### config.mk
export PLATFORM = sky130hd
export DESIGN_NAME = eeprom_txn_classifier
export DESIGN_NICKNAME = d
export VERILOG_FILES = /design/src/rtl/eeprom_txn_pkg.sv /design/src/rtl/eeprom_txn_ctrl.sv /design/src/rtl/eeprom_txn_dp.sv /design/src/rtl/eeprom_txn_classifier.sv
export SDC_FILE = /design/constraint.sdc
export NUM_CORES = 1
export LEC_CHECK = 0
export CORE_MARGIN = 1
export CORE_UTILIZATION = 40
export CTS_CLUSTER_DIAMETER = 120
export DETAILED_ROUTE_END_ITERATION = 6
export DONT_BUFFER_PORTS = 1
export HOLD_SLACK_MARGIN = 0.05
export PLACE_DENSITY = 0.58
export RECOVER_POWER = 100
export REMOVE_ABC_BUFFERS = 1
export SLEW_MARGIN = 10
export SYNTH_ARGS = -nofsm -noshare
export SYNTH_HDL_FRONTEND = slang
export SYNTH_SLANG_ARGS = --single-unit
### constraint.sdc
create_clock -name clk -period 2.05 [get_ports clk]
set_input_delay 0.41 -clock clk [delete_from_list [all_inputs] [get_ports clk]]
set_output_delay 0.41 -clock clk [all_outputs]
set_load 0.05 [all_outputs]
### src/rtl/eeprom_txn_pkg.sv
package eeprom_txn_pkg;

  typedef enum logic [2:0] {
    EV_START  = 3'd0,
    EV_RSTART = 3'd1,
    EV_STOP   = 3'd2,
    EV_ADDR   = 3'd3,
    EV_DRD    = 3'd4,
    EV_DWR    = 3'd5,
    EV_ACK    = 3'd6,
    EV_NACK   = 3'd7
  } evKind_e;

  typedef enum logic [2:0] {
    OP_NONE     = 3'd0,
    OP_BYTE_WR  = 3'd1,
    OP_PAGE_WR  = 3'd2,
    OP_CUR_RD   = 3'd3,
    OP_RAND_RD  = 3'd4,
    OP_SEQ_RD   = 3'd5,
    OP_NO_REPLY = 3'd6,
    OP_ABORTED  = 3'd7
  } opCode_e;

  // Strobes from the sequencer to the datapath
  typedef struct packed {
    logic    clear;       // control byte accepted: restart tracking
    logic    addrByte;    // shift in a word-address byte
    logic    dataByte;    // one data byte moved
    logic    rewind;      // drop written bytes before a read turnaround
    logic    report;      // emit a result
    opCode_e op;
    logic    warnStop;    // STOP where NACK belonged
    logic    warnRestart; // repeated START where STOP belonged
  } dpCtl_t;

endpackage

### src/rtl/eeprom_txn_ctrl.sv
module eeprom_txn_ctrl
  import eeprom_txn_pkg::*;
#(
  parameter int ADDR_BYTES = 1
) (
  input  logic       clk,
  input  logic       rst_n,
  input  logic       evValid,
  input  logic [2:0] evKind,
  input  logic       rdBit,
  input  logic       countZero,
  input  logic       countOne,
  input  logic       resValid,
  output dpCtl_t     ctl
);

  localparam logic LAST_IDX = 1'(ADDR_BYTES - 1);

  typedef enum logic [3:0] {
    S_IDLE, S_CTRL, S_RACK, S_RDATA, S_RNACK, S_WACK, S_WADDR, S_WAACK,
    S_WDATA, S_WDACK, S_R2CTRL, S_R2ACK, S_R2DATA, S_R2NA, S_FIN
  } state_e;

  state_e  state, nxt;
  logic    isCur, nxtCur;
  logic    addrIdx, nxtIdx;
  evKind_e kind;
  opCode_e pendOp, readOp;

  assign kind   = evKind_e'(evKind);
  assign readOp = countOne ? OP_RAND_RD : OP_SEQ_RD;
  assign pendOp = isCur ? OP_CUR_RD : readOp;

  always_comb begin
    nxt    = state;
    nxtCur = isCur;
    nxtIdx = addrIdx;
    ctl    = '0;
    ctl.op = OP_NONE;
    if (evValid) begin
      nxt = S_IDLE;
      case (state)
        S_IDLE: if (kind == EV_START || kind == EV_RSTART) nxt = S_CTRL;
        S_CTRL: if (kind == EV_ADDR) begin
          ctl.clear = 1'b1;
          nxtIdx    = 1'b0;
          nxtCur    = 1'b0;
          nxt       = rdBit ? S_RACK : S_WACK;
        end
        S_RACK, S_WACK: begin
          if (kind == EV_ACK) nxt = (state == S_RACK) ? S_RDATA : S_WADDR;
          else if (kind == EV_NACK) begin
            ctl.report = 1'b1;
            ctl.op     = OP_NO_REPLY;
          end
        end
        S_RDATA: begin
          if (kind == EV_DRD) begin
            ctl.dataByte = 1'b1;
            nxt          = S_RNACK;
          end else if (kind == EV_STOP) begin
            ctl.report = 1'b1;
            ctl.op     = OP_ABORTED;
          end
        end
        S_RNACK: if (kind == EV_NACK) begin
          nxtCur = 1'b1;
          nxt    = S_FIN;
        end
        S_WADDR: begin
          if (kind == EV_DWR) begin
            ctl.addrByte = 1'b1;
            nxt          = S_WAACK;
          end else if (kind == EV_STOP) begin
            ctl.report = 1'b1;
            ctl.op     = OP_ABORTED;
          end
        end
        S_WAACK: if (kind == EV_ACK) begin
          if (addrIdx == LAST_IDX) nxt = S_WDATA;
          else begin
            nxtIdx = addrIdx + 1'b1;
            nxt    = S_WADDR;
          end
        end
        S_WDATA: begin
          if (kind == EV_DWR) begin
            ctl.dataByte = 1'b1;
            nxt          = S_WDACK;
          end else if (kind == EV_STOP) begin
            ctl.report = !countZero;
            ctl.op     = countOne ? OP_BYTE_WR : OP_PAGE_WR;
          end else if (kind == EV_RSTART) begin
            ctl.rewind = 1'b1;
            nxt        = S_R2CTRL;
          end
        end
        S_WDACK:  if (kind == EV_ACK) nxt = S_WDATA;
        S_R2CTRL: if (kind == EV_ADDR && rdBit) nxt = S_R2ACK;
        S_R2ACK:  if (kind == EV_ACK) nxt = S_R2DATA;
        S_R2DATA: begin
          if (kind == EV_DRD) begin
            ctl.dataByte = 1'b1;
            nxt          = S_R2NA;
          end else if (kind == EV_STOP) begin
            ctl.report   = !countZero;
            ctl.op       = readOp;
            ctl.warnStop = 1'b1;
          end
        end
        S_R2NA: begin
          if (kind == EV_ACK) nxt = S_R2DATA;
          else if (kind == EV_NACK) nxt = S_FIN;
        end
        S_FIN: begin
          if (kind == EV_STOP) begin
            ctl.report = 1'b1;
            ctl.op     = pendOp;
          end else if (kind == EV_RSTART) begin
            ctl.report      = 1'b1;
            ctl.op          = pendOp;
            ctl.warnRestart = 1'b1;
            nxt             = S_CTRL;
          end
        end
        default: nxt = S_IDLE;
      endcase
    end
  end

  always_ff @(posedge clk) begin
    if (!rst_n) begin
      state   <= S_IDLE;
      isCur   <= 1'b0;
      addrIdx <= 1'b0;
    end else begin
      state   <= nxt;
      isCur   <= nxtCur;
      addrIdx <= nxtIdx;
    end
  end

  // from idle, only a start-type event may leave idle
  a_r1_idle_needs_start: assert property (@(posedge clk) disable iff (!rst_n)
    (state == S_IDLE && evValid && kind != EV_START && kind != EV_RSTART) |=> state == S_IDLE);

  // sitting idle never produces a result on the next cycle
  a_r12_idle_quiet: assert property (@(posedge clk) disable iff (!rst_n)
    (state == S_IDLE) |=> !resValid);

  // a restart in place of STOP lands directly on control-byte wait
  a_r11_restart_to_ctrl: assert property (@(posedge clk) disable iff (!rst_n)
    (state == S_FIN && evValid && kind == EV_RSTART) |=> (state == S_CTRL && resValid));

endmodule

### src/rtl/eeprom_txn_dp.sv
module eeprom_txn_dp
  import eeprom_txn_pkg::*;
#(
  parameter int          ADDR_BYTES = 1,
  parameter int          PAGE_SIZE  = 8,
  parameter int          CS_BITS    = 3,
  parameter logic [15:0] INIT_ADDR  = 16'h0000
) (
  input  logic               clk,
  input  logic               rst_n,
  input  logic [7:0]         evData,
  input  dpCtl_t             ctl,
  output logic               countZero,
  output logic               countOne,
  output logic               resValid,
  output logic [2:0]         resOp,
  output logic [15:0]        resAddr,
  output logic [7:0]         resCount,
  output logic [3:0]         resWarn,
  output logic [CS_BITS-1:0] resChip,
  output logic [15:0]        addrCounter
);

  localparam logic [15:0] ADDR_MASK = (ADDR_BYTES == 1) ? 16'h00FF : 16'hFFFF;
  localparam int          PAGE_BITS = $clog2(PAGE_SIZE);
  localparam logic [7:0]  PAGE_LIM  = 8'(PAGE_SIZE);

  logic [15:0]        startAddr, runAddr, lastAddr, shiftAddr;
  logic [7:0]         count;
  logic [CS_BITS-1:0] chip;
  logic               crossPage, overPage, isPage, isMemOp;

  assign countZero = (count == 8'd0);
  assign countOne  = (count == 8'd1);
  assign shiftAddr = {startAddr[7:0], evData} & ADDR_MASK;
  assign lastAddr  = (runAddr - 16'd1) & ADDR_MASK;
  assign crossPage = (startAddr >> PAGE_BITS) != (lastAddr >> PAGE_BITS);
  assign overPage  = count > PAGE_LIM;
  assign isPage    = (ctl.op == OP_PAGE_WR);
  assign isMemOp   = (ctl.op != OP_NONE) && (ctl.op != OP_NO_REPLY) && (ctl.op != OP_ABORTED);

  always_ff @(posedge clk) begin
    if (!rst_n) begin
      startAddr   <= INIT_ADDR & ADDR_MASK;
      runAddr     <= INIT_ADDR & ADDR_MASK;
      count       <= '0;
      chip        <= '0;
      resValid    <= 1'b0;
      resOp       <= OP_NONE;
      resAddr     <= '0;
      resCount    <= '0;
      resWarn     <= '0;
      resChip     <= '0;
      addrCounter <= INIT_ADDR & ADDR_MASK;
    end else begin
      resValid <= ctl.report;
      if (ctl.clear) begin
        startAddr <= addrCounter;
        runAddr   <= addrCounter;
        count     <= '0;
        chip      <= evData[CS_BITS:1];
      end
      if (ctl.addrByte) begin
        startAddr <= shiftAddr;
        runAddr   <= shiftAddr;
      end
      if (ctl.dataByte) begin
        runAddr <= (runAddr + 16'd1) & ADDR_MASK;
        count   <= (count == 8'hFF) ? count : count + 8'd1;
      end
      if (ctl.rewind) begin
        runAddr <= startAddr;
        count   <= '0;
      end
      if (ctl.report) begin
        resOp    <= ctl.op;
        resAddr  <= startAddr;
        resCount <= count;
        resWarn  <= {ctl.warnRestart, ctl.warnStop, isPage & crossPage, isPage & overPage};
        resChip  <= chip;
        if (isMemOp) addrCounter <= runAddr;
      end
    end
  end

  // results are single-cycle pulses
  a_r2_single_pulse: assert property (@(posedge clk) disable iff (!rst_n)
    resValid |=> !resValid);

  // the counter only moves together with a reported result
  a_r6_counter_with_result: assert property (@(posedge clk) disable iff (!rst_n)
    !$stable(addrCounter) |-> resValid);

  // the counter stays inside the configured address width
  a_r6_counter_range: assert property (@(posedge clk) disable iff (!rst_n)
    (addrCounter & ~ADDR_MASK) == 16'd0);

  // a byte write always carries exactly one byte
  a_r3_byte_write_one: assert property (@(posedge clk) disable iff (!rst_n)
    (resValid && resOp == OP_BYTE_WR) |-> resCount == 8'd1);

  // page warnings appear only on page writes
  a_r9_page_warn_only_page: assert property (@(posedge clk) disable iff (!rst_n)
    (resValid && resOp != OP_PAGE_WR) |-> resWarn[1:0] == 2'b00);

  // abort results carry no data
  a_r7_abort_empty: assert property (@(posedge clk) disable iff (!rst_n)
    (resValid && (resOp == OP_NO_REPLY || resOp == OP_ABORTED)) |-> resCount == 8'd0);

endmodule

### src/rtl/eeprom_txn_classifier.sv
module eeprom_txn_classifier
  import eeprom_txn_pkg::*;
#(
  parameter int          ADDR_BYTES = 1,
  parameter int          PAGE_SIZE  = 8,
  parameter int          CS_BITS    = 3,
  parameter logic [15:0] INIT_ADDR  = 16'h0000
) (
  input  logic               clk,
  input  logic               rst_n,
  input  logic               evValid,
  input  logic [2:0]         evKind,
  input  logic [7:0]         evData,
  output logic               resValid,
  output logic [2:0]         resOp,
  output logic [15:0]        resAddr,
  output logic [7:0]         resCount,
  output logic [3:0]         resWarn,
  output logic [CS_BITS-1:0] resChip,
  output logic [15:0]        addrCounter
);

  dpCtl_t ctl;
  logic   countZero, countOne;

  eeprom_txn_ctrl #(.ADDR_BYTES(ADDR_BYTES)) uCtrl (
    .clk       (clk),
    .rst_n     (rst_n),
    .evValid   (evValid),
    .evKind    (evKind),
    .rdBit     (evData[0]),
    .countZero (countZero),
    .countOne  (countOne),
    .resValid  (resValid),
    .ctl       (ctl)
  );

  eeprom_txn_dp #(
    .ADDR_BYTES (ADDR_BYTES),
    .PAGE_SIZE  (PAGE_SIZE),
    .CS_BITS    (CS_BITS),
    .INIT_ADDR  (INIT_ADDR)
  ) uDp (
    .clk         (clk),
    .rst_n       (rst_n),
    .evData      (evData),
    .ctl         (ctl),
    .countZero   (countZero),
    .countOne    (countOne),
    .resValid    (resValid),
    .resOp       (resOp),
    .resAddr     (resAddr),
    .resCount    (resCount),
    .resWarn     (resWarn),
    .resChip     (resChip),
    .addrCounter (addrCounter)
  );

endmodule

Word level (Yosys, flattened, before mapping)
Cells that the tools add are included.
{"block": "classes", "reduce_logical": 22, "mul": 0, "n_mux": 62, "n_div": 0, "eq_ne": 31, "order_cmp": 1, "add_sub_neg": 4, "bitwise": 3, "shift": 0}
{"op": "$mux W4", "count": 21}
{"op": "$mux W16", "count": 4}
{"op": "$pmux W4 S14", "count": 1}
{"op": "$mux W8", "count": 5}
{"op": "$eq A4 B4 Y1 const B", "count": 7}
{"op": "$pmux W4 S6", "count": 1}
{"op": "$mux W1", "count": 17}
{"op": "$add A8 B1 Y8 const B", "count": 2}
{"op": "$eq A4 B3 Y1 const B", "count": 4}
{"op": "$mux W3", "count": 5}
{"op": "$mux W5", "count": 3}
{"op": "$ne A13 B5 Y1", "count": 1}
{"op": "$eq A3 B3 Y1 const B", "count": 4}
{"op": "$mux W10", "count": 1}
{"op": "$eq A3 B2 Y1 const B", "count": 3}
{"op": "$eq A4 B2 Y1 const B", "count": 2}
{"op": "$eq A8 B1 Y1 const B", "count": 1}
{"op": "$eq A8 B8 Y1 const B", "count": 1}
{"op": "$gt A8 B4 Y1 const B", "count": 1}
{"op": "$logic_not A8 Y1", "count": 1}
{"op": "$reduce_and A4 Y1", "count": 2}
{"op": "$reduce_bool A2 Y1", "count": 4}
{"op": "$reduce_or A2 Y1", "count": 4}
{"op": "$sub A8 B1 Y8 const B", "count": 1}
{"op": "18 further kinds", "count": 27}
{"block": "totals", "latchBits": 0, "mem_count": 0, "output_inout_bits": 51, "regBits": 100, "rom_bits": 0, "in_bits": 14, "mem_bits_rw": 0}

Logic depth before layout (Yosys ltp)
Gate-level depths: netlist (run 1).
{"block": "depth", "word_depth": 11, "ltp_mapped": 9, "ltp_nobuf": 7}

Hierarchy
From an unflattened synthesis (run 1), not the netlist that was laid out.
{"block": "unflattened", "cells_unflattened": 614, "area_unflattened_um2": 5393.9}
{"module": "eeprom_txn_dp", "instances": 1, "area_per_inst_um2": 4399.2, "cells_per_inst": 468, "seq_area_each_um2": 1881.8}
{"module": "eeprom_txn_ctrl", "instances": 1, "area_per_inst_um2": 994.7, "cells_per_inst": 146, "seq_area_each_um2": 100.1}

Worst setup path before layout (run 1)
OpenSTA, ideal clock, no wires.
{"block": "synth_path", "path_type": "reg-to-reg", "from": "register uDp.count[4]", "to": "register uDp.resOp[0]", "setup_slack_ps": -12, "stages_incl_launch_ff": 6, "synth_period_minus_slack_ps": 2062, "t_arrival_ps": 1983, "required_ps": 1971, "cell_sequence": "dfxtp_1 -> or4_4 -> or4b_4 -> xor2_1 -> o221a_1 -> a211oi_2"}
{"block": "synth_via", "elab_chain_cells": 7, "elab_cells_between_ends": 14, "classes_between": "1 x eq/ne; 11 x mux; 2 x reduce/logical"}
{"element": "from (decl)", "line_no": "eeprom_txn_dp.sv:29", "rtl": "logic [7:0] count;"}
{"element": "from (signal assigned)", "line_no": "eeprom_txn_dp.sv:69", "rtl": "count <= (count == 8'hFF) ? count : count + 8'd1;"}
{"element": "$eq A8 B1 Y1", "line_no": "eeprom_txn_dp.sv:34", "rtl": "assign countOne = (count == 8'd1);"}
{"element": "$mux W1", "line_no": "eeprom_txn_ctrl.sv:31", "rtl": "assign readOp = countOne ? OP_RAND_RD : OP_SEQ_RD;"}
{"element": "$mux W3", "line_no": "eeprom_txn_ctrl.sv:32", "rtl": "assign pendOp = isCur ? OP_CUR_RD : readOp;"}
{"element": "$mux W4", "line_no": "eeprom_txn_ctrl.sv:119", "rtl": "end else if (kind == EV_RSTART) begin"}
{"element": "$mux W4", "line_no": "eeprom_txn_ctrl.sv:116", "rtl": "if (kind == EV_STOP) begin"}
{"element": "$pmux W4 S6 (*)", "line_no": "eeprom_txn_ctrl.sv:42", "rtl": "case (state)"}
{"element": "$mux W10 (*)", "line_no": "eeprom_txn_ctrl.sv:40", "rtl": "if (evValid) begin"}
{"element": "to (signal assigned)", "line_no": "eeprom_txn_dp.sv:76", "rtl": "resOp <= ctl.op;"}
{"element": "to (decl)", "line_no": "eeprom_txn_dp.sv:16", "rtl": "output logic [2:0] resOp,"}
Every way passes the cells marked *; elsewhere a longest branch is shown, timed or not.
A chain may end at the register's enable or synchronous reset.

Final worst setup path (run 1)
Same ends and word-level chain as after synthesis.

==> flow_summary.ini, run 1 <==
[sta]
setup_viol = 25
max_slew_margin_pct = 54.5
max_freq_mhz = 475
maxSlewViolCount = 0
rsz0062_at_grt = yes
finalHoldViolations = 0
hold_ws_ps = 184
period_minus_slack_ps = 2110
final.setup.worst_slack_ps = -56.7
worst_pin_slew_ps = 683
worst_clock_skew_ps = 9.66
period_share_pct = 103
finalSetupTns_ps = -406

[synthesis]
synth_edf_count = 0
synth_cell_types = 73
syn_inst = 654
synth_top_cell_by_area = dfxtp_1
synth_seq_cells = 99
synth_ff_type = dfxtp_1
mappedNetlistArea_mm2 = 0.00533
synth_top_area_share_pct = 37.2
async_reset_ff_share_pct = 0
synth_warnings = 0
synth.top_cells.by_area = dfxtp_1, nand2_1, mux2i_1, a21oi_1, o21ai_0
ys_seq_area_share_pct = 37.2
synth.avg_cell_area_um2 = 8.15

[clock_tree]
cts_root_buffer = clkbuf_16
cts_tree = built
hold_buffers = 0
clk_path_buf_depth = 2
numCtsBuffers = 9
clk_pin_slew_ps = 70
cts_max_level = 3
clock_latency_ps = 360
cts_sinks = 99

[worst_setup_path]
r2r_slack_ps = -60
worstPathMaxFanout = 7
end_kind = flip-flop
start_kind = flip-flop
path_cells = or4_4 -> nor3_1 -> o21ai_2 -> o21a_4 -> buf_6 -> a211oi_2
criticalPathCategory = reg -> reg
crit_slowest_cell = or4_4
max_stage_delay_ps = 540
arrival_ps = 2390
required_ps = 2330

[pwr]
p_per_area_mw_per_mm2 = 590
p_clk_share_pct = 46.9
p_int_uw = 2960
p_sw_uw = 856
p_leak_uw = 0.00223
seqPwrFrac_pct = 50.5
total_power_uw = 3810
combPwrFrac_pct = 2.7
max-vdd-ir-drop_mv = 0.381
swShare_pct = 22.5

[place]
post-dp-hpwl_um = 10500
gp_congestion = 0.888
dp_slack_ps = -110
port_buffers = 0
dp_cells = 852

[cells_and_area]
fin_cells = 876
area_delta_synth_final_pct = 21.3
nets = 719
drive_gt1_share_pct = 19.2
antenna_cells = 0

[route]
vias = 5119
drc = 0
wirelength_um = 15600
dr.first_iter.drc_count = 384
viasPerCell = 5.84
antenna_left = 0
firstDrtPassIters = 6
wl_per_cell_um = 17.8

[floorplanning]
die_y_um = 117
die_width_um = 117
start_util_pct = 41.6
rows = 41
core_mm2 = 0.0128
die_area_mm2 = 0.0138
io_pins = 65

[run]
drv_cap = 0

[global_route]
grt_pass1_wl_um = 23900
grt_max_degree = 83
antenna_found_initial = 0
grt.overflow.total = 0
grt_pass1_vias = 4642
track_usage_pct = 21.7

[hold_path]
hp-class = in -> reg

[outcome]
status = finished with violations
failed_checks = setup timing
per-stage QoR:
step                      util [%]  area, um^2
after floorplan                  -        5020
after global placement        46.3        5930
after detailed placement      46.3        5930
after CTS                     48.8        6250
after global routing          50.4        6470
final                         50.4        6470
worst max-delay path, delay by kind of cell, from the launching register on:
family / cells / cell delay, ps
simple gates: 2 / 870
compound gates: 3 / 670
flops: 1 / 320
buf+inv: 1 / 160
repair_timing:
item                                    in CTS  in global routing
setup buffers                                0                  5
gates cloned                                 0                  4
endpoints found under the setup margin      41                 53
pin swaps                                    2                  6
resized for setup                            3                 31
power by group through the flow:
stage               Combinational (uW)  Sequential, uW  Clock (uW)
detailed placement                96.0            1970           0
global placement                  95.5            1970           0
floorplan                         61.3            1970           0
CTS                               96.4            1930        1820
finish                             102            1930        1790
global route                       111            1920        1890
synthesized netlist by cell type, types with 4 or more instances:
master / instances
nand4_1: 6
xor2_1: 9
buf_6: 5
and3_1: 9
dfxtp_1: 99
nor2b_1: 5
nor4_1: 4
a311oi_1: 4
mux2i_1: 37
o21a_1: 7
a211oi_1: 13
o22ai_1: 5
nand2_1: 119
inv_1: 12
a21oi_1: 49
nand3_1: 29
nor3b_1: 6
clkbuf_1: 36
buf_2: 8
o211ai_1: 5
nor3_1: 10
nand2b_1: 15
ha_1: 5
o21ai_0: 37
o221ai_1: 5
nor2_1: 18
xnor2_1: 6
a31oi_1: 10
or4_1: 4
nor4bb_1: 4
layer usage:
metal	vias up	GRT usage [%]	wire (um)
met2	149	35.0	7370
met3	27	4.80	1020
met5	-	0	0
li1	2456	-	-
met4	0	10.2	404
met1	2487	27.5	6780
sequential cells by signal, indices dropped and copies added (netlist names):
signal,flops
uCtrl.isCur,1
uDp.resValid,1
uDp.resWarn,4
uDp.count,8
uDp.resChip,3
uDp.resAddr,16
uDp.startAddr,16
uDp.resOp,3
uCtrl.state,4
uDp.chip,3
uDp.resCount,8
uDp.runAddr,16
uDp.addrCounter,16
cells by family after synthesis:
| kind of cell | synth area share, % |
|---|---|
| buffers and inverters | 6.62 |
| muxes | 6.95 |
| and+or+nand+nor | 25.4 |
| adders and majority gates | 1.17 |
| AOI/OAI and AO/OA | 20.2 |
| xor gates and xnor gates | 2.46 |
| DFF | 37.2 |
cell usage in the layout (no fill, tap or decap), types with 10 or more instances in the layout:
master | synthesis | layout
nand2_1 | 119 | 119
dfxtp_1 | 99 | 95
buf_4 | 2 | 72
a21oi_1 | 49 | 49
mux2i_1 | 37 | 37
o21ai_0 | 37 | 35
nand3_1 | 29 | 29
nor2_1 | 18 | 18
nand2b_1 | 15 | 15
inv_1 | 12 | 12
clkbuf_16 | 0 | 12
a211oi_1 | 13 | 10
a31oi_1 | 10 | 10
final timing paths:
check                                  start      endpoint  cells after the start
worst max-delay path            uDp.count[4]  uDp.resOp[0]                      6
worst min-delay path               evData[3]   uDp.chip[2]                      2
worst max register to register  uDp.count[4]  uDp.resOp[0]                      6
worst min register to register   uDp.chip[2]   uDp.chip[2]                      2
area by class of cell:
class / count / area, um^2
sequential: 99 / 1990
tap: 172 / 215
multi-input combinational: 485 / 3100
fill: 1214 / 6360
timing repair buffer: 93 / 803
clock inverter: 5 / 72.6
inverter: 12 / 45.0
clock buffer: 10 / 239
Power figures use the tool's default switching activity.
==> inputs of run 2 (changes only) <==
--- a/config.mk
+++ b/config.mk
@@ -5,13 +5,14 @@
 export SDC_FILE = /design/constraint.sdc
 export NUM_CORES = 1
 export LEC_CHECK = 0
+export CORE_ASPECT_RATIO = 0.6
 export CORE_MARGIN = 1
-export CORE_UTILIZATION = 40
+export CORE_UTILIZATION = 58
 export CTS_CLUSTER_DIAMETER = 120
 export DETAILED_ROUTE_END_ITERATION = 6
 export DONT_BUFFER_PORTS = 1
 export HOLD_SLACK_MARGIN = 0.05
-export PLACE_DENSITY = 0.58
+export PLACE_DENSITY = 0.78
 export RECOVER_POWER = 100
 export REMOVE_ABC_BUFFERS = 1
 export SLEW_MARGIN = 10
==> run 2 against run 1 <==
Critical path depth is 1 lower. The flow still finishes with violations (setup timing). Highest routed layer unchanged. Sequential share of layout area up 1.1 points. Clock power is essentially flat. Core utilization increased by 21 points. Critical endpoint unchanged. Non-clock buffer count is 18 lower. Critical path type unchanged.
==> flow_summary.ini, run 2 (synthesis gave the netlist of run 1 again) <==
[cells_and_area]
drive_gt1_share_pct = 16.7
area_delta_synth_final_pct = 16.9
finish.instance_area_mm2 = 0.00623
antenna_cells = 0
mostFrequentLayoutCell = nand2_1
fin_cells = 799
nets = 701
layout_common_cells = nand2_1, dfxtp_1, buf_4, a21oi_1, mux2i_1

[route]
firstDrtPassIters = 6
wl_met3_um = 1650
dr.first_iter.drc_count = 611
highest_layer = met4
drc = 0
dr_wl_met2_um = 6810
wirelength_um = 15500
wl_per_cell_um = 19.4
met1_length_um = 6800
antenna_left = 0
vias = 5149
viasPerCell = 6.44

[sta]
hold_ws_ps = 195
setup_viol = 1
period_minus_slack_ps = 2090
max_slew_margin_pct = 49.5
worst_clock_skew_ps = 13.5
max_freq_mhz = 479
final.setup.worst_slack_ps = -37.4
finalHoldViolations = 0
period_share_pct = 102
worst_pin_slew_ps = 758
maxSlewViolCount = 0
rsz0062_at_grt = yes

[worst_setup_path]
r2r-end = uDp.resOp[0]
path_cells = or4_4 -> or4b_4 -> xor2_1 -> o221a_1 -> a211oi_2
r2r_slack_ps = -40
crit_slowest_cell = or4_4
end_kind = flip-flop
crit_start = uDp.count[4]
worstPathMaxFanout = 3
r2r-start = uDp.count[4]
reg2reg_depth = 5
required_ps = 2320
max_stage_delay_ps = 540
start_kind = flip-flop
criticalPathCategory = reg -> reg
arrival_ps = 2360

[place]
post-dp-hpwl_um = 10300
dp_slack_ps = -95.7
port_buffers = 0
place_area_mm2 = 0.00576
gp_congestion = 0.983
dp_cells = 776

[pwr]
total_power_uw = 3780
p_int_uw = 2850
swShare_pct = 24.7
max-vdd-ir-drop_mv = 0.496
seqPwrFrac_pct = 50.9
combPwrFrac_pct = 2.7
p_leak_uw = 0.00213
p_clk_share_pct = 46.4
p_sw_uw = 935
p_per_area_mw_per_mm2 = 607

[hold_path]
hp-class = in -> reg
hp-start = evData[2]
hold_depth = 2
min_to = uDp.chip[1]

[clock_tree]
clock_latency_ps = 360
clk_path_buf_depth = 2
clk_pin_slew_ps = 80
cts_sinks = 99
cts_max_level = 3
cts_root_buffer = clkbuf_16
hold_buffers = 0
cts_tree = built
numCtsBuffers = 9

[global_route]
grt_pass1_vias = 4642
antenna_found_initial = 0
grt.overflow.total = 0
grt_pass1_wl_um = 24200
track_usage_pct = 31.9
grt_max_degree = 83

[floorplanning]
die_y_um = 76.3
die_width_um = 126
rows = 26
start_util_pct = 61.2
io_pins = 65
core_mm2 = 0.00872
die_area_mm2 = 0.00959

[run]
drv_cap = 0

[outcome]
status = finished with violations
failed_checks = setup timing
==> run 2: cell count changes in the layout (fill, tap and decap cells not counted), sizes merged <==
| cell | before | now |
|---|---|---|
| buf | 81 | 59 |
| bufinv | 1 | 0 |
| clkbuf | 22 | 25 |
| clkinv | 2 | 4 |
| inv | 14 | 15 |
==> run 2: worst max path at each step <==
stage / end / slack (ps) / depth (start not counted)
6_report: uDp.resOp[0] / -40 / 5
5_1_grt: uDp.resOp[0] / -110 / 5
3_3_place_gp: uDp.resOp[0] / -30 / 5
2_1_floorplan: uDp.resAddr[0] / -1470 / 5
3_5_place_dp: uDp.resAddr[12] / -100 / 7
4_1_cts: uDp.resOp[0] / -30 / 5
==> run 2: final cells by class <==
| class | instances | area [um^2] |
|---|---|---|
| clock buffers | 9 | 225 |
| clock inverters | 7 | 93.8 |
| inverters | 12 | 45.0 |
| repair buffers | 75 | 647 |
| multi-input cells | 485 | 3090 |
| fillers | 694 | 2480 |
| flip-flops and latches | 99 | 1990 |
| well taps | 112 | 140 |
==> run 2: repair_timing <==
item / CTS / global route
resized for setup: 6 / 21
buffers inserted: 0 / 5
cloned: 0 / 2
hold endpoints to repair: 0 / 0
pin swaps: 2 / 5
endpoints found under the setup margin: 39 / 60
==> run 2: power by group through the flow <==
stage,Sequential (uW),Combinational [uW],Clock (uW)
floorplan,1970,61.3,0
global placement,1970,96.5,0
detailed placement,1970,97.6,0
CTS,1930,98.6,1760
global route,1930,111,1860
finish,1930,103,1760
==> run 2: metrics by stage <==
step           util (%)  TNS [ps]
2_1_floorplan         -    -62340
3_3_place_gp       66.1     -34.3
3_5_place_dp       66.1     -1480
4_1_cts            70.0     -32.7
5_1_grt            71.5     -1640
6_report           71.5     -37.4
==> run 2: routing by layer <==
layer	GRT usage [%]	vias to the layer above
met2	46.7	271
met4	8.19	0
met1	45.5	2437
met3	9.55	23
li1	-	2418
met5	0	-
==> run 2: worst max-delay path: cells and delay by family (launching register included) <==
kind	cells	cell delay [ps]
AND/OR/NAND/NOR	2	1080
AO/OA/AOI/OAI	2	450
flip-flops	1	310
XOR/XNOR	1	160
==> inputs of run 3 (changes only) <==
--- a/config.mk
+++ b/config.mk
@@ -7,12 +7,14 @@
 export LEC_CHECK = 0
 export CORE_ASPECT_RATIO = 0.6
 export CORE_MARGIN = 1
-export CORE_UTILIZATION = 58
+export CORE_UTILIZATION = 60
+export CTS_BUF_LIST = sky130_fd_sc_hd__clkbuf_4
 export CTS_CLUSTER_DIAMETER = 120
+export CTS_CLUSTER_SIZE = 14
 export DETAILED_ROUTE_END_ITERATION = 6
 export DONT_BUFFER_PORTS = 1
 export HOLD_SLACK_MARGIN = 0.05
-export PLACE_DENSITY = 0.78
+export PLACE_DENSITY = 0.81
 export RECOVER_POWER = 100
 export REMOVE_ABC_BUFFERS = 1
 export SLEW_MARGIN = 10
==> run 3 against run 2 <==
The flow still finishes with violations (setup timing). Core utilization fell by 2.3 points. Flip-flop and latch count did not move. Clock skew rose by 1.9 ps.
==> flow_summary.ini, run 3 (synthesis gave the netlist of run 1 again) <==
[sta]
max_slew_margin_pct = 50.6
period_share_pct = 106
maxSlewViolCount = 0
max_freq_mhz = 461
setup_viol = 2
worst_pin_slew_ps = 742
rsz0062_at_grt = yes
finalSetupTns_ps = -177
worst_clock_skew_ps = 15.3
final.setup.worst_slack_ps = -118
finalHoldViolations = 0
period_minus_slack_ps = 2170

[route]
firstDrtPassIters = 5
wirelength_um = 14900
viasPerCell = 6.48
antenna_left = 0
vias = 5145
drc = 0
dr.first_iter.drc_count = 559
wl_per_cell_um = 18.8

[global_route]
track_usage_pct = 31.8
antenna_found_initial = 0
grt_pass1_vias = 4562
grt.overflow.total = 0
grt_pass1_wl_um = 22400
grt_max_degree = 83

[worst_setup_path]
r2r_slack_ps = -120
reg2reg_depth = 5
r2r-end = uDp.resOp[0]
end_kind = flip-flop
required_ps = 2440
worstPathMaxFanout = 3
arrival_ps = 2550
criticalPathCategory = reg -> reg
start_kind = flip-flop
r2r-start = uDp.count[4]

[place]
gp_congestion = 0.932
place_area_mm2 = 0.00572
port_buffers = 0
post-dp-hpwl_um = 10400

[outcome]
status = finished with violations
failed_checks = setup timing

[floorplanning]
die_area_mm2 = 0.00928
die_width_um = 124
io_pins = 65
rows = 26
die_y_um = 75.0
start_util_pct = 62.3
core_mm2 = 0.00856

[hold_path]
hold_depth = 2
min_to = uDp.resAddr[10]
hp-class = in -> reg
hp-start = rst_n

[cells_and_area]
fillers = 707
nets = 696
area_delta_synth_final_pct = 11.1
drive_gt1_share_pct = 16.3
antenna_cells = 0
finish.instance_area_mm2 = 0.00592
mostFrequentLayoutCell = nand2_1
layout_common_cells = nand2_1, dfxtp_1, buf_4, a21oi_1

[pwr]
max-vdd-ir-drop_mv = 0.327
p_leak_uw = 0.00200
p_per_area_mw_per_mm2 = 505

[run]
drv_cap = 0

[clock_tree]
cts_tree = built
clock_latency_ps = 470
clk_pin_slew_ps = 160
cts_root_buffer = clkbuf_4
cts_max_level = 3
numCtsBuffers = 9
clk_path_buf_depth = 2
cts_sinks = 99
## run 3: cell types whose count changed in the layout (fill, tap and decap cells not counted), sizes merged
cell         before  now
clkbuf           25   18
clkinv            4    2
clkinvlp          0    2
dlygate4sd3       0    2
buf              59   60
inv              15   14
## run 3: worst max path at each step
stage	start	end	slack (ps)	depth (start not counted)
2_1_floorplan	uCtrl.state[3]	uDp.resAddr[0]	-1470	5
3_3_place_gp	uDp.count[4]	uDp.resOp[0]	-30	5
3_5_place_dp	uCtrl.state[1]	uDp.resAddr[9]	-80	7
4_1_cts	uDp.count[4]	uDp.resOp[0]	-100	5
5_1_grt	uDp.count[4]	uDp.resOp[0]	-170	5
6_report	uDp.count[4]	uDp.resOp[0]	-120	5
## run 3: cell type report
cell class	count	area (um^2)	area share, %
Inverter	12	45.0	0.760
Multi-Input combinational cell	485	3070	51.8
Sequential cell	99	1990	33.6
Clock inverter	6	48.8	0.824
Tap cell	112	140	2.37
Clock buffer	10	75.1	1.27
Timing Repair Buffer	70	554	9.36
## run 3: power by group
group / switching, uW / internal (uW) / total (uW) / leakage (uW)
Clock: 682 / 276 / 957 / 0.0000649
Combinational: 63.0 / 44.4 / 107 / 0.00114
Sequential: 2.96 / 1930 / 1930 / 0.000800
Total: 748 / 2250 / 2990 / 0.00200
## run 3: per-stage QoR
step	worst slack, ps	total power, uW	hold slack (ps)	instances	util (%)
2_1_floorplan	-1470	2040	432	596	-
3_3_place_gp	-32.6	2070	441	775	66.8
3_5_place_dp	-81.9	2070	447	775	66.8
4_1_cts	-97.6	3000	56.2	793	68.6
5_1_grt	-172	3080	55.5	794	69.2
6_report	-118	2990	70.8	794	69.2
## run 3: repair_timing
item                       CTS  global route
setup endpoints to repair   37            48
hold buffers                 2             0
setup buffers                0             1
hold endpoints to repair     2             0
pin swaps                    2             5
resized for setup            4            16
## run 3: per-layer routing
layer	global-route usage (%)	wire length [um]
met1	43.6	6560
met2	48.2	6500
met3	8.56	1650
met4	12.2	195
met5	0	0
## run 3: worst max-delay path, cell delays in order (launching register included)
cell and delay (ps):
dfxtp_2 350, or4_4 540, or4b_4 590, xor2_1 170, o221a_1 260, a211oi_2 200
